### config.mk
export PLATFORM = sky130hd
export DESIGN_NAME = phy_bringup_seq
export DESIGN_NICKNAME = d
export VERILOG_FILES = /design/src/rtl/phy_seq_pkg.sv /design/src/rtl/phy_wait_timer.sv /design/src/rtl/phy_id_check.sv /design/src/rtl/phy_bringup_seq.sv
export SDC_FILE = /design/constraint.sdc
export NUM_CORES = 1
export LEC_CHECK = 0
export CORE_AREA = 3 3 104 106
export CTS_BUF_LIST = sky130_fd_sc_hd__clkbuf_4
export DETAILED_ROUTE_END_ITERATION = 12
export DIE_AREA = 0 0 107 109
export PLACE_DENSITY = 0.87
export SYNTH_ARGS = -nofsm -noshare
export SYNTH_HDL_FRONTEND = slang
export SYNTH_SLANG_ARGS = --single-unit
### constraint.sdc
create_clock -name clk -period 5.5 [get_ports clk]
set_clock_uncertainty 0.15 [all_clocks]
set_input_delay 0.55 -clock clk [delete_from_list [all_inputs] [get_ports clk]]
set_output_delay 0.55 -clock clk [all_outputs]
set_load 0.02 [all_outputs]
### src/rtl/phy_seq_pkg.sv
package phy_seq_pkg;

  localparam int MDIO_AW = 5;
  localparam int MDIO_DW = 16;

  localparam logic [MDIO_AW-1:0] REG_CTRL  = 5'd0;
  localparam logic [MDIO_AW-1:0] REG_IDHI  = 5'd2;
  localparam logic [MDIO_AW-1:0] REG_IDLO  = 5'd3;
  localparam logic [MDIO_AW-1:0] REG_IMASK = 5'd30;

  localparam logic [MDIO_DW-1:0] SOFT_RESET_WORD = 16'h8000;
  localparam logic [MDIO_DW-1:0] IMASK_WORD      = 16'h00FF;
  localparam logic [MDIO_DW-1:0] ID_HI_WANT      = 16'h0007;
  localparam logic [MDIO_DW-1:0] ID_LO_WANT      = 16'hC0A0;
  localparam logic [MDIO_DW-1:0] ID_LO_MASK      = 16'hFFF0;

  typedef enum logic [3:0] {
    ST_IDLE, ST_RST_WR, ST_RST_WAIT, ST_CFG_WR,
    ST_SETTLE, ST_IDHI_RD, ST_IDLO_RD, ST_IMASK_WR
  } seq_state_e;

  function automatic logic [MDIO_DW-1:0] make_ctrl(input logic an, input logic fd,
                                                   input logic sp100);
    logic [MDIO_DW-1:0] w;
    w     = '0;
    w[12] = an;
    w[8]  = fd;
    w[13] = sp100;
    return w;
  endfunction

  function automatic logic idhi_ok(input logic [MDIO_DW-1:0] v);
    return v == ID_HI_WANT;
  endfunction

  function automatic logic idlo_ok(input logic [MDIO_DW-1:0] v);
    return (v & ID_LO_MASK) == ID_LO_WANT;
  endfunction

endpackage

### src/rtl/phy_wait_timer.sv
module phy_wait_timer #(
  parameter int CNT_W = 32
) (
  input  logic             clk,
  input  logic             rst_n,
  input  logic             load_i,
  input  logic [CNT_W-1:0] load_val_i,
  input  logic             tick_i,
  output logic             zero_o
);
  logic [CNT_W-1:0] cnt_q;

  always_ff @(posedge clk or negedge rst_n) begin
    if (!rst_n)      cnt_q <= '0;
    else if (load_i) cnt_q <= load_val_i;
    else if (tick_i && cnt_q != '0) cnt_q <= cnt_q - 1'b1;
  end

  assign zero_o = (cnt_q == '0);
endmodule

### src/rtl/phy_id_check.sv
module phy_id_check
  import phy_seq_pkg::*;
(
  input  logic               clk,
  input  logic               rst_n,
  input  logic               hi_cap_i,
  input  logic [MDIO_DW-1:0] rdata_i,
  output logic               mismatch_o
);
  logic hi_good_q;

  always_ff @(posedge clk or negedge rst_n) begin
    if (!rst_n)        hi_good_q <= 1'b0;
    else if (hi_cap_i) hi_good_q <= idhi_ok(rdata_i);
  end

  // Valid in the cycle the register 3 read completes.
  assign mismatch_o = !(hi_good_q && idlo_ok(rdata_i));
endmodule

### src/rtl/phy_bringup_seq.sv
module phy_bringup_seq
  import phy_seq_pkg::*;
#(
  parameter int                 CNT_W        = 32,
  parameter logic [MDIO_AW-1:0] DEF_PHY_ADDR = 5'd1
) (
  input  logic               clk,
  input  logic               rst_n,
  input  logic               start_i,
  input  logic [MDIO_AW-1:0] phy_addr_i,
  input  logic               autoneg_i,
  input  logic               full_dup_i,
  input  logic               speed100_i,
  input  logic               irq_en_i,
  input  logic [CNT_W-1:0]   rst_wait_i,
  input  logic [CNT_W-1:0]   settle_wait_i,
  output logic               req_valid_o,
  output logic               req_write_o,
  output logic [MDIO_AW-1:0] req_phy_o,
  output logic [MDIO_AW-1:0] req_reg_o,
  output logic [MDIO_DW-1:0] req_wdata_o,
  input  logic               resp_done_i,
  input  logic [MDIO_DW-1:0] resp_rdata_i,
  output logic               busy_o,
  output logic               done_o,
  output logic               id_err_o
);
  seq_state_e state_q, state_d;

  logic [MDIO_AW-1:0] addr_q;
  logic               an_q, fd_q, sp_q, irq_q;
  logic [CNT_W-1:0]   rwait_q, swait_q;
  logic               done_q, err_q;

  // Named internal events
  logic ev_start_accept, ev_access_done, ev_wait_expire, ev_id_fail;
  logic in_wait, tmr_zero, tmr_load, id_mismatch;
  logic [CNT_W-1:0] tmr_val;

  assign ev_start_accept = start_i && (state_q == ST_IDLE);
  assign ev_access_done  = req_valid_o && resp_done_i;
  assign in_wait         = (state_q == ST_RST_WAIT) || (state_q == ST_SETTLE);
  assign ev_wait_expire  = in_wait && tmr_zero;
  assign ev_id_fail      = ev_access_done && (state_q == ST_IDLO_RD) && id_mismatch;

  assign tmr_load = ev_access_done && (state_q == ST_RST_WR || state_q == ST_CFG_WR);
  assign tmr_val  = (state_q == ST_RST_WR) ? rwait_q : swait_q;

  phy_wait_timer #(.CNT_W(CNT_W)) u_timer (
    .clk        (clk),
    .rst_n      (rst_n),
    .load_i     (tmr_load),
    .load_val_i (tmr_val),
    .tick_i     (in_wait),
    .zero_o     (tmr_zero)
  );

  phy_id_check u_idchk (
    .clk        (clk),
    .rst_n      (rst_n),
    .hi_cap_i   (ev_access_done && state_q == ST_IDHI_RD),
    .rdata_i    (resp_rdata_i),
    .mismatch_o (id_mismatch)
  );

  // Settings captured at an accepted start
  always_ff @(posedge clk or negedge rst_n) begin
    if (!rst_n) begin
      addr_q  <= DEF_PHY_ADDR;
      an_q    <= 1'b0;
      fd_q    <= 1'b0;
      sp_q    <= 1'b0;
      irq_q   <= 1'b0;
      rwait_q <= '0;
      swait_q <= '0;
    end else if (ev_start_accept) begin
      addr_q  <= phy_addr_i;
      an_q    <= autoneg_i;
      fd_q    <= full_dup_i;
      sp_q    <= speed100_i;
      irq_q   <= irq_en_i;
      rwait_q <= rst_wait_i;
      swait_q <= settle_wait_i;
    end
  end

  always_comb begin
    state_d = state_q;
    unique case (state_q)
      ST_IDLE:     if (start_i)        state_d = ST_RST_WR;
      ST_RST_WR:   if (ev_access_done) state_d = ST_RST_WAIT;
      ST_RST_WAIT: if (tmr_zero)       state_d = ST_CFG_WR;
      ST_CFG_WR:   if (ev_access_done) state_d = ST_SETTLE;
      ST_SETTLE:   if (tmr_zero)       state_d = ST_IDHI_RD;
      ST_IDHI_RD:  if (ev_access_done) state_d = ST_IDLO_RD;
      ST_IDLO_RD:  if (ev_access_done)
                     state_d = (id_mismatch || !irq_q) ? ST_IDLE : ST_IMASK_WR;
      ST_IMASK_WR: if (ev_access_done) state_d = ST_IDLE;
      default:                         state_d = ST_IDLE;
    endcase
  end

  always_ff @(posedge clk or negedge rst_n) begin
    if (!rst_n) begin
      state_q <= ST_IDLE;
      done_q  <= 1'b0;
      err_q   <= 1'b0;
    end else begin
      state_q <= state_d;
      if (ev_start_accept) begin
        done_q <= 1'b0;
        err_q  <= 1'b0;
      end else if (state_q != ST_IDLE && state_d == ST_IDLE) begin
        done_q <= 1'b1;
      end
      if (ev_id_fail) err_q <= 1'b1;
    end
  end

  always_comb begin
    req_valid_o = 1'b0;
    req_write_o = 1'b0;
    req_reg_o   = '0;
    req_wdata_o = '0;
    unique case (state_q)
      ST_RST_WR: begin
        req_valid_o = 1'b1; req_write_o = 1'b1;
        req_reg_o = REG_CTRL; req_wdata_o = SOFT_RESET_WORD;
      end
      ST_CFG_WR: begin
        req_valid_o = 1'b1; req_write_o = 1'b1;
        req_reg_o = REG_CTRL; req_wdata_o = make_ctrl(an_q, fd_q, sp_q);
      end
      ST_IDHI_RD: begin
        req_valid_o = 1'b1; req_reg_o = REG_IDHI;
      end
      ST_IDLO_RD: begin
        req_valid_o = 1'b1; req_reg_o = REG_IDLO;
      end
      ST_IMASK_WR: begin
        req_valid_o = 1'b1; req_write_o = 1'b1;
        req_reg_o = REG_IMASK; req_wdata_o = IMASK_WORD;
      end
      default: ;
    endcase
  end

  assign req_phy_o = addr_q;
  assign busy_o    = (state_q != ST_IDLE);
  assign done_o    = done_q;
  assign id_err_o  = err_q;

endmodule

==> results.toml, run 1 <==
[worst_setup_path]
crit_fanout = 14
critPathCaptureType = "output pin"
cp_slowest_cell = "clkdlybuf4s50_1"
cp_num_buf_inv = 2
crit_path_max_incr_delay_ps = 730
start_kind = "flop"
critPathArrivalTime_ps = 2930
required_ps = 4800
cp_top_family = "buffers and inverters"
startpoint = "state_q[1]"
critical_path_class = "reg -> out"
reg2reg_from = "state_q[3]"
cp_cell_sequence = "clkinv_1 > nor3_1 > clkdlybuf4s50_1"

[routing]
post_drt_wl_per_cell_um = 16.9
drt_drc_violations_left = 0
wl_met1_mm = 5.08
drtIter0Drc = 226
ant_nets = 0
drt_wl_total_mm = 12.4
vias_per_cell = 5.90
firstDrtPassIters = 4
vias = 4346
routed.top_layer = "met4"
dr_wl_met3_um = 900
wl_met2_mm = 6.30

[clocking]
cts_buffers = 9
post_cts_resize_count = 0
cts_hold_buf = 1
cts_max_level = 3
clock_latency_ps = 450
postCtsSetupRepairBufs = 0
root_buffer = "clkbuf_4"
cts_buffer_depth = 2
clock_sinks = 112
cts_tree = "yes"
clkTransAtPathRegs_ps = 160

[pwr]
combPwrFrac_pct = 25.5
intPower_mw = 1.44
peakVddDrop_uv = 204
power_mw = 2.12
swShare_pct = 31.9
powerDensity_nw_per_um2 = 308
p_switching_mw = 0.677
p_seq_share_pct = 56.5
leakage_nw = 2.73
clockPowerShare_pct = 18.0

[global_routing]
track_usage_pct = 21.8
antenna_found_initial = 0
grt_pass1_wl_mm = 20.7
grt_max_degree = 82
first_global_vias = 4532
grt_overflow = 0

[final_layout]
nets = 694
synthToLayoutAreaGrowth_pct = 23.8
diodes = 0
drive_gt1_share_pct = 17.9

[logic_synthesis]
syn_area_um2 = 5550
yosysWarnings = 0
synth_edf_count = 0
ys_seq_elements = 112
syn-mean-instance-area_um2 = 11.1
synthArstFlopShare_pct = 100
synth_top_cell_by_area = "dfrtp_1"
synth_top_area_share_pct = 50.0
synth.most_common_cell = "dfrtp_1"
synthTopCellsByCount = "111 x dfrtp_1, 74 x mux2_2, 45 x nand2_1, 25 x nor2_1, 23 x clkbuf_1"
ys_types = 62
synthFlopType = "dfrtp_1"
synth-seq-area-share_pct = 50.5
postSynthCellCount = 502
synth.area.top_cells = "dfrtp_1 50%, mux2_2 15%, nand2_1 3.0%"

[sta]
rsz0062_at_grt = "no"
post-route-min-period_ps = 3630
tightest_slew_ps = 1050
fin_crit_sh_pct = 66.0
fmaxAchievable_mhz = 275
maxSlewViolCount = 0
tns_ps = 0
slew_headroom_pct = 30.0
hold_viol = 0
setup_viol = 0

[die]
core_um2 = 9860
die_area_um2 = 11700
die_w_um = 107
ios = 124
rows = 36
initial_core_util_pct = 56.3
die_h_um = 109

[job]
maxCapViolCount = 0

[place]
portBuffers = 119
dp_hpwl_mm = 8.76
gp_congestion = 0.861

[run_status]
outcome = "finished clean"

[min_path]
hp-start = "id_err_o"
min_path_type = "reg -> reg"
final timing paths:
path                       slack [ps]           endpoint  cells after the start
min reg2reg                       360           id_err_o                      2
min in group asynchronous         400  u_timer.cnt_q[10]                      2
max reg2reg                      2480  u_timer.cnt_q[23]                      7
min                               360           id_err_o                      2
max in group asynchronous        3430        swait_q[31]                      3
max                              1870     req_wdata_o[6]                      3
per-stage QoR:
step / instance area (µm²) / hold slack (ps) / util, % / setup slack (ps) / std cells
2_1_floorplan: 5570 / 104 / - / 2710 / 506
6_report: 6880 / 358 / 69.7 / 1870 / 737
3_3_place_gp: 6740 / 327 / 68.3 / 2460 / 720
4_1_cts: 6880 / 363 / 69.7 / 1850 / 737
5_1_grt: 6880 / 383 / 69.7 / 1650 / 737
3_5_place_dp: 6740 / 330 / 68.3 / 2360 / 720
routing by layer:
metal	track usage, %	up-vias
met4	6.67	0
met2	38.1	183
met3	4.32	17
li1	-	2019
met5	0	-
met1	27.5	2127
power groups by stage:
| stage | registers, mW | logic [mW] | clock network [mW] |
|---|---|---|---|
| after detailed placement | 1.21 | 0.545 | 0 |
| after global routing | 1.23 | 0.600 | 0.432 |
| after global placement | 1.20 | 0.522 | 0 |
| after floorplan | 1.17 | 0.363 | 0 |
| final | 1.20 | 0.542 | 0.382 |
| after CTS | 1.19 | 0.548 | 0.398 |
cells by family after synthesis:
logic type	after synthesis	share of synthesized area (%)
multiplexers	81	16.3
adder cells (fa/ha/maj)	2	0.450
XOR/XNOR	10	1.58
other	1	0.0675
flip-flops	112	50.5
AND/OR/NAND/NOR	168	16.6
AO/OA/AOI/OAI	79	10.0
buffers and inverters	49	4.55
flip-flops by register name, indices dropped and copies added, names as in the netlist:
register	flops
an_q	1
done_o	1
fd_q	1
id_err_o	1
irq_q	1
req_phy_o	5
rwait_q	32
sp_q	1
state_q	4
swait_q	32
u_idchk.hi_good_q	1
u_timer.cnt_q	32
placed cells by master (no fill, tap or decap), types with 4 or more instances in the layout:
master             n
and3_1            15
dfrtp_1          111
o211ai_1           6
clkdlybuf4s50_1  118
buf_4              5
o21ai_0            6
o21ai_1            6
nor4_1             9
nand3_1           17
nor3_1            16
nor4_2             4
or3_1              7
a21oi_1           18
nand2_1           45
a211oi_1           5
xor2_1             7
conb_1             5
inv_1              6
o221ai_1           6
nor2_1            25
mux2i_1            6
clkbuf_4          10
mux2_2            74
nand4_1            4
final cells by class:
class | instances | area [µm²]
timing repair buffer | 124 | 1230
clock inverter | 6 | 51.3
tap | 133 | 166
fill | 775 | 2990
inverter | 7 | 26.3
multi-input combinational | 345 | 2520
clock buffer | 10 | 75.1
sequential | 112 | 2800
worst register-to-register path: stages (launching register included):
cell	delay [ps]
dfrtp_1	500
nor2_1	470
nand2_1	620
inv_1	220
buf_4	360
mux2_2	400
o22ai_1	120
a21oi_1	60
(Power assumes the default switching activity.)
==> inputs of run 2 (changes only) <==
--- a/config.mk
+++ b/config.mk
@@ -5,11 +5,11 @@
 export SDC_FILE = /design/constraint.sdc
 export NUM_CORES = 1
 export LEC_CHECK = 0
-export CORE_AREA = 3 3 104 106
+export CORE_AREA = 3 3 108 110
 export CTS_BUF_LIST = sky130_fd_sc_hd__clkbuf_4
 export DETAILED_ROUTE_END_ITERATION = 12
-export DIE_AREA = 0 0 107 109
-export PLACE_DENSITY = 0.87
+export DIE_AREA = 0 0 111 113
+export PLACE_DENSITY = 0.82
 export SYNTH_ARGS = -nofsm -noshare
 export SYNTH_HDL_FRONTEND = slang
 export SYNTH_SLANG_ARGS = --single-unit
==> constraint.sdc (replaced) <==
create_clock -name clk -period 3.5 [get_ports clk]
set_clock_uncertainty 0.15 [all_clocks]
set_input_delay 0.35 -clock clk [delete_from_list [all_inputs] [get_ports clk]]
set_output_delay 0.35 -clock clk [all_outputs]
set_load 0.02 [all_outputs]
==> results.toml, run 2 (synthesized netlist as in run 1, its figures left out) <==
[run_status]
outcome = "finished clean"

[routing]
ant_nets = 0
vias_per_cell = 5.76
post_drt_wl_per_cell_um = 17.0
drt_drc_violations_left = 0
firstDrtPassIters = 4
drt_wl_total_mm = 12.7
drtIter0Drc = 306
vias = 4322

[pwr]
intPower_mw = 2.39
peakVddDrop_uv = 270
swShare_pct = 30.6
p_seq_share_pct = 54.5
powerDensity_nw_per_um2 = 495
p_switching_mw = 1.05
clockPowerShare_pct = 20.7
combPwrFrac_pct = 24.8
leakage_nw = 2.75

[final_layout]
final_cell_mix = "118 x clkdlybuf4s50_1, 111 x dfrtp_1, 74 x mux2_2"
nets = 699
synthToLayoutAreaGrowth_pct = 25.4
final_common_cell = "clkdlybuf4s50_1"
drive_gt1_share_pct = 18.6
fillers = 867
top_regs = "rwait_q (32), swait_q (32), u_timer.cnt_q (32)"

[sta]
rsz0062_at_grt = "no"
maxSlewViolCount = 0
fin_crit_sh_pct = 88.2
slew_headroom_pct = 29.2
post-route-min-period_ps = 3090
tightest_slew_ps = 1060
fin_ws_ps = 413
setup_viol = 0
hold_viol = 0
tns_ps = 0
fmaxAchievable_mhz = 324

[place]
portBuffers = 119
dp_hpwl_mm = 9.19
pre_cts_ws_ps = 664
gp_congestion = 0.894

[clocking]
cts_max_level = 3
root_buffer = "clkbuf_4"
cts_tree = "yes"
clock_sinks = 112
cts_buffer_depth = 2
clkTransAtPathRegs_ps = 160
clock_latency_ps = 470
postCtsSetupRepairBufs = 0
cts_buffers = 9

[global_routing]
grt_pass1_wl_mm = 21.2
grt_max_degree = 76
first_global_vias = 4371
track_usage_pct = 20.6
antenna_found_initial = 1
grt_overflow = 0

[min_path]
hp-start = "settle_wait_i[17]"
min_path_type = "in -> reg"
holdPathEnd = "swait_q[17]"
hold_depth = 2

[die]
rows = 38
core_um2 = 10800
initial_core_util_pct = 51.5
die_w_um = 111
die_area_um2 = 12500
die_h_um = 113
ios = 124

[worst_setup_path]
regToRegSetupSlack_ps = 580
critPathCaptureType = "output pin"
required_ps = 3000
critical_path_class = "reg -> out"
start_kind = "flop"
ff2ff_path_depth = 6
critPathArrivalTime_ps = 2590
rr_endpoint = "u_timer.cnt_q[4]"
reg2reg_from = "u_timer.cnt_q[23]"
crit_fanout = 9

[job]
maxCapViolCount = 0
run 2: per-layer routing:
layer / track usage [%] / part of all wire (%)
met5: 0 / 0
met4: 9.20 / 1.3
met3: 3.53 / 5.8
met2: 35.2 / 51
met1: 25.7 / 42
run 2: worst max-delay path by stage:
stage                      startpoint               end  slack [ps]
detailed placement  u_timer.cnt_q[23]  u_timer.cnt_q[4]         660
CTS                        state_q[1]    req_wdata_o[3]         130
global route               state_q[1]    req_wdata_o[4]         160
finish                     state_q[1]    req_wdata_o[3]         410
floorplan                  state_q[1]    req_wdata_o[1]         910
global placement    u_timer.cnt_q[23]  u_timer.cnt_q[4]         700
run 2: cell type report:
class	count	area, µm²	share of cell area [%]
Clock buffer	9	67.6	0.970
Multi-Input combinational cell	345	2530	36.3
Antenna cell	1	2.50	0.0359
Tap cell	140	175	2.51
Clock inverter	7	95.1	1.36
Sequential cell	112	2800	40.2
Timing Repair Buffer	129	1270	18.2
Inverter	7	26.3	0.377
run 2: power groups by stage:
stage / combinational (mW) / clock [mW] / sequential, mW
after floorplan: 0.571 / 0 / 1.84
after global placement: 0.830 / 0 / 1.88
after detailed placement: 0.866 / 0 / 1.90
after CTS: 0.869 / 0.738 / 1.87
after global routing: 0.950 / 0.795 / 1.92
final: 0.856 / 0.713 / 1.88
run 2: repair_timing:
item                                    4_1_cts  5_1_grt
resized for setup                             0        1
hold buffers                                  1        0
endpoints found under the setup margin        0        8
hold endpoints to repair                     60        0
run 2: worst max-delay path, cell delays in order, from the launching register on:
cell,delay [ps]
dfrtp_1,500
buf_4,220
clkinv_1,260
nor3_2,450
clkdlybuf4s50_1,680
run 2: through the flow:
step	hold WS [ps]	cells	util, %	instance area (µm²)	power, mW
3_5_place_dp	325	732	62.9	6790	2.76
6_report	324	750	64.5	6970	3.45
2_1_floorplan	-95.6	506	-	5570	2.41
3_3_place_gp	313	732	62.9	6790	2.71
5_1_grt	270	750	64.5	6970	3.66
4_1_cts	292	749	64.5	6960	3.48
==> inputs of run 3 (changes only) <==
--- a/config.mk
+++ b/config.mk
@@ -5,6 +5,7 @@
 export SDC_FILE = /design/constraint.sdc
 export NUM_CORES = 1
 export LEC_CHECK = 0
+export CAP_MARGIN = 40
 export CORE_AREA = 3 3 108 110
 export CTS_BUF_LIST = sky130_fd_sc_hd__clkbuf_4
 export DETAILED_ROUTE_END_ITERATION = 12
==> constraint.sdc (replaced) <==
create_clock -name clk -period 3.3 [get_ports clk]
set_clock_uncertainty 0.15 [all_clocks]
set_input_delay 0.33 -clock clk [delete_from_list [all_inputs] [get_ports clk]]
set_output_delay 0.33 -clock clk [all_outputs]
set_load 0.02 [all_outputs]
==> results.toml, run 3 (synthesized netlist as in run 1, its figures left out) <==
[clocking]
clock_latency_ps = 450
cts_tree = "yes"
clkTransAtPathRegs_ps = 150
cts_buffer_depth = 2
clock_sinks = 112
cts_buffers = 9
root_buffer = "clkbuf_4"
cts_max_level = 3

[worst_setup_path]
critical_path_class = "reg -> out"
cp_num_cells = 4
required_ps = 2820
cp_slowest_cell = "clkdlybuf4s50_1"
ff2ff_path_depth = 6
start_kind = "flop"
crit_fanout = 10
crit_path_max_incr_delay_ps = 680
critPathArrivalTime_ps = 2590
cp_top_family = "buffers and inverters"
cp_num_buf_inv = 2
cp_cell_sequence = "nor2_1 > nand2_1 > inv_1 > clkdlybuf4s50_1"
critPathCaptureType = "output pin"

[place]
dp_hpwl_mm = 9.38
gp_congestion = 0.928
portBuffers = 119
dpl_cell_area_um2 = 6850

[final_layout]
top_regs = "rwait_q (32), swait_q (32), u_timer.cnt_q (32)"
final_common_cell = "clkdlybuf4s50_1"
drive_gt1_share_pct = 19.1
fin_util_pct = 64.9
final_cell_mix = "118 x clkdlybuf4s50_1, 110 x dfrtp_1, 74 x mux2_2"
fin_area_um2 = 7000
synthToLayoutAreaGrowth_pct = 26.1
nets = 703

[job]
maxCapViolCount = 0

[routing]
firstDrtPassIters = 5
post_drt_wl_per_cell_um = 17.1
drt_wl_total_mm = 12.9
drt_drc_violations_left = 0
vias = 4342
ant_nets = 0
vias_per_cell = 5.76
drtIter0Drc = 263

[pwr]
p_switching_mw = 1.10
clockPowerShare_pct = 18.7
combPwrFrac_pct = 25.7
p_seq_share_pct = 55.6
powerDensity_nw_per_um2 = 513
peakVddDrop_uv = 294
leakage_nw = 2.79
intPower_mw = 2.50
swShare_pct = 30.5

[sta]
fin_crit_sh_pct = 93.0
tns_ps = 0
setup_viol = 0
maxSlewViolCount = 0
slew_headroom_pct = 44.3
hold_viol = 0
rsz0062_at_grt = "no"
fmaxAchievable_mhz = 326
tightest_slew_ps = 833
post-route-min-period_ps = 3070

[run_status]
outcome = "finished clean"

[global_routing]
antenna_found_initial = 1
grt_max_degree = 64
track_usage_pct = 20.8
grt_pass1_wl_mm = 21.4
first_global_vias = 4447
grt_overflow = 0

[die]
rows = 38
ios = 124
initial_core_util_pct = 51.5
die_h_um = 113
core_um2 = 10800
die_w_um = 111
die_area_um2 = 12500

[min_path]
min_path_type = "in -> async"
run 3: changes by cell type in the layout (fill, tap and decap cells not counted), sizes merged:
cell	before	now
buf	10	14
clkbuf	9	12
clkinvlp	3	1
bufinv	2	1
clkinv	2	3
inv	7	6
run 3: power groups by stage:
stage / clock (mW) / combinational [mW] / sequential, mW
final: 0.672 / 0.923 / 2.00
after global routing: 0.756 / 1.02 / 2.04
after CTS: 0.695 / 0.933 / 1.99
after detailed placement: 0 / 0.930 / 2.02
after global placement: 0 / 0.890 / 2.00
after floorplan: 0 / 0.606 / 1.95
run 3: routing by layer:
layer,routed length [µm],GRT usage [%]
met5,0,0
met3,658,3.16
met4,288,7.22
met1,5620,27.1
met2,6350,35.7
run 3: layout make-up:
cell class / count / area, µm²
antenna: 1 / 2.50
clock buffer: 12 / 90.1
clock inverter: 4 / 46.3
fill: 847 / 3790
inverter: 7 / 26.3
multi-input combinational: 345 / 2520
sequential: 112 / 2810
tap: 140 / 175
timing repair buffer: 133 / 1330
run 3: final timing paths:
check                                   from               end  slack [ps]
max in group asynchronous              rst_n        swait_q[9]        1970
hold reg to reg                     id_err_o          id_err_o         360
setup reg to reg           u_timer.cnt_q[10]  u_timer.cnt_q[4]         420
hold / removal                         rst_n      req_phy_o[4]         280
min in group clk                  speed100_i              sp_q         330
setup / recovery                  state_q[3]   req_wdata_o[15]         230
run 3: timing repair:
item,4_1_cts,5_1_grt
gates resized for setup,0,1
endpoints found under the hold margin,48,0
hold buffers,1,0
endpoints found under the setup margin,0,13
setup buffers,0,0
run 3: per-stage QoR:
| stage | hold slack [ps] | power (mW) | worst slack, ps | cells |
|---|---|---|---|---|
| floorplan | -116 | 2.56 | 727 | 506 |
| global placement | 239 | 2.89 | 522 | 735 |
| detailed placement | 244 | 2.95 | 484 | 736 |
| CTS | 292 | 3.62 | 123 | 753 |
| global route | 299 | 3.82 | 136 | 754 |
| finish | 277 | 3.59 | 230 | 754 |
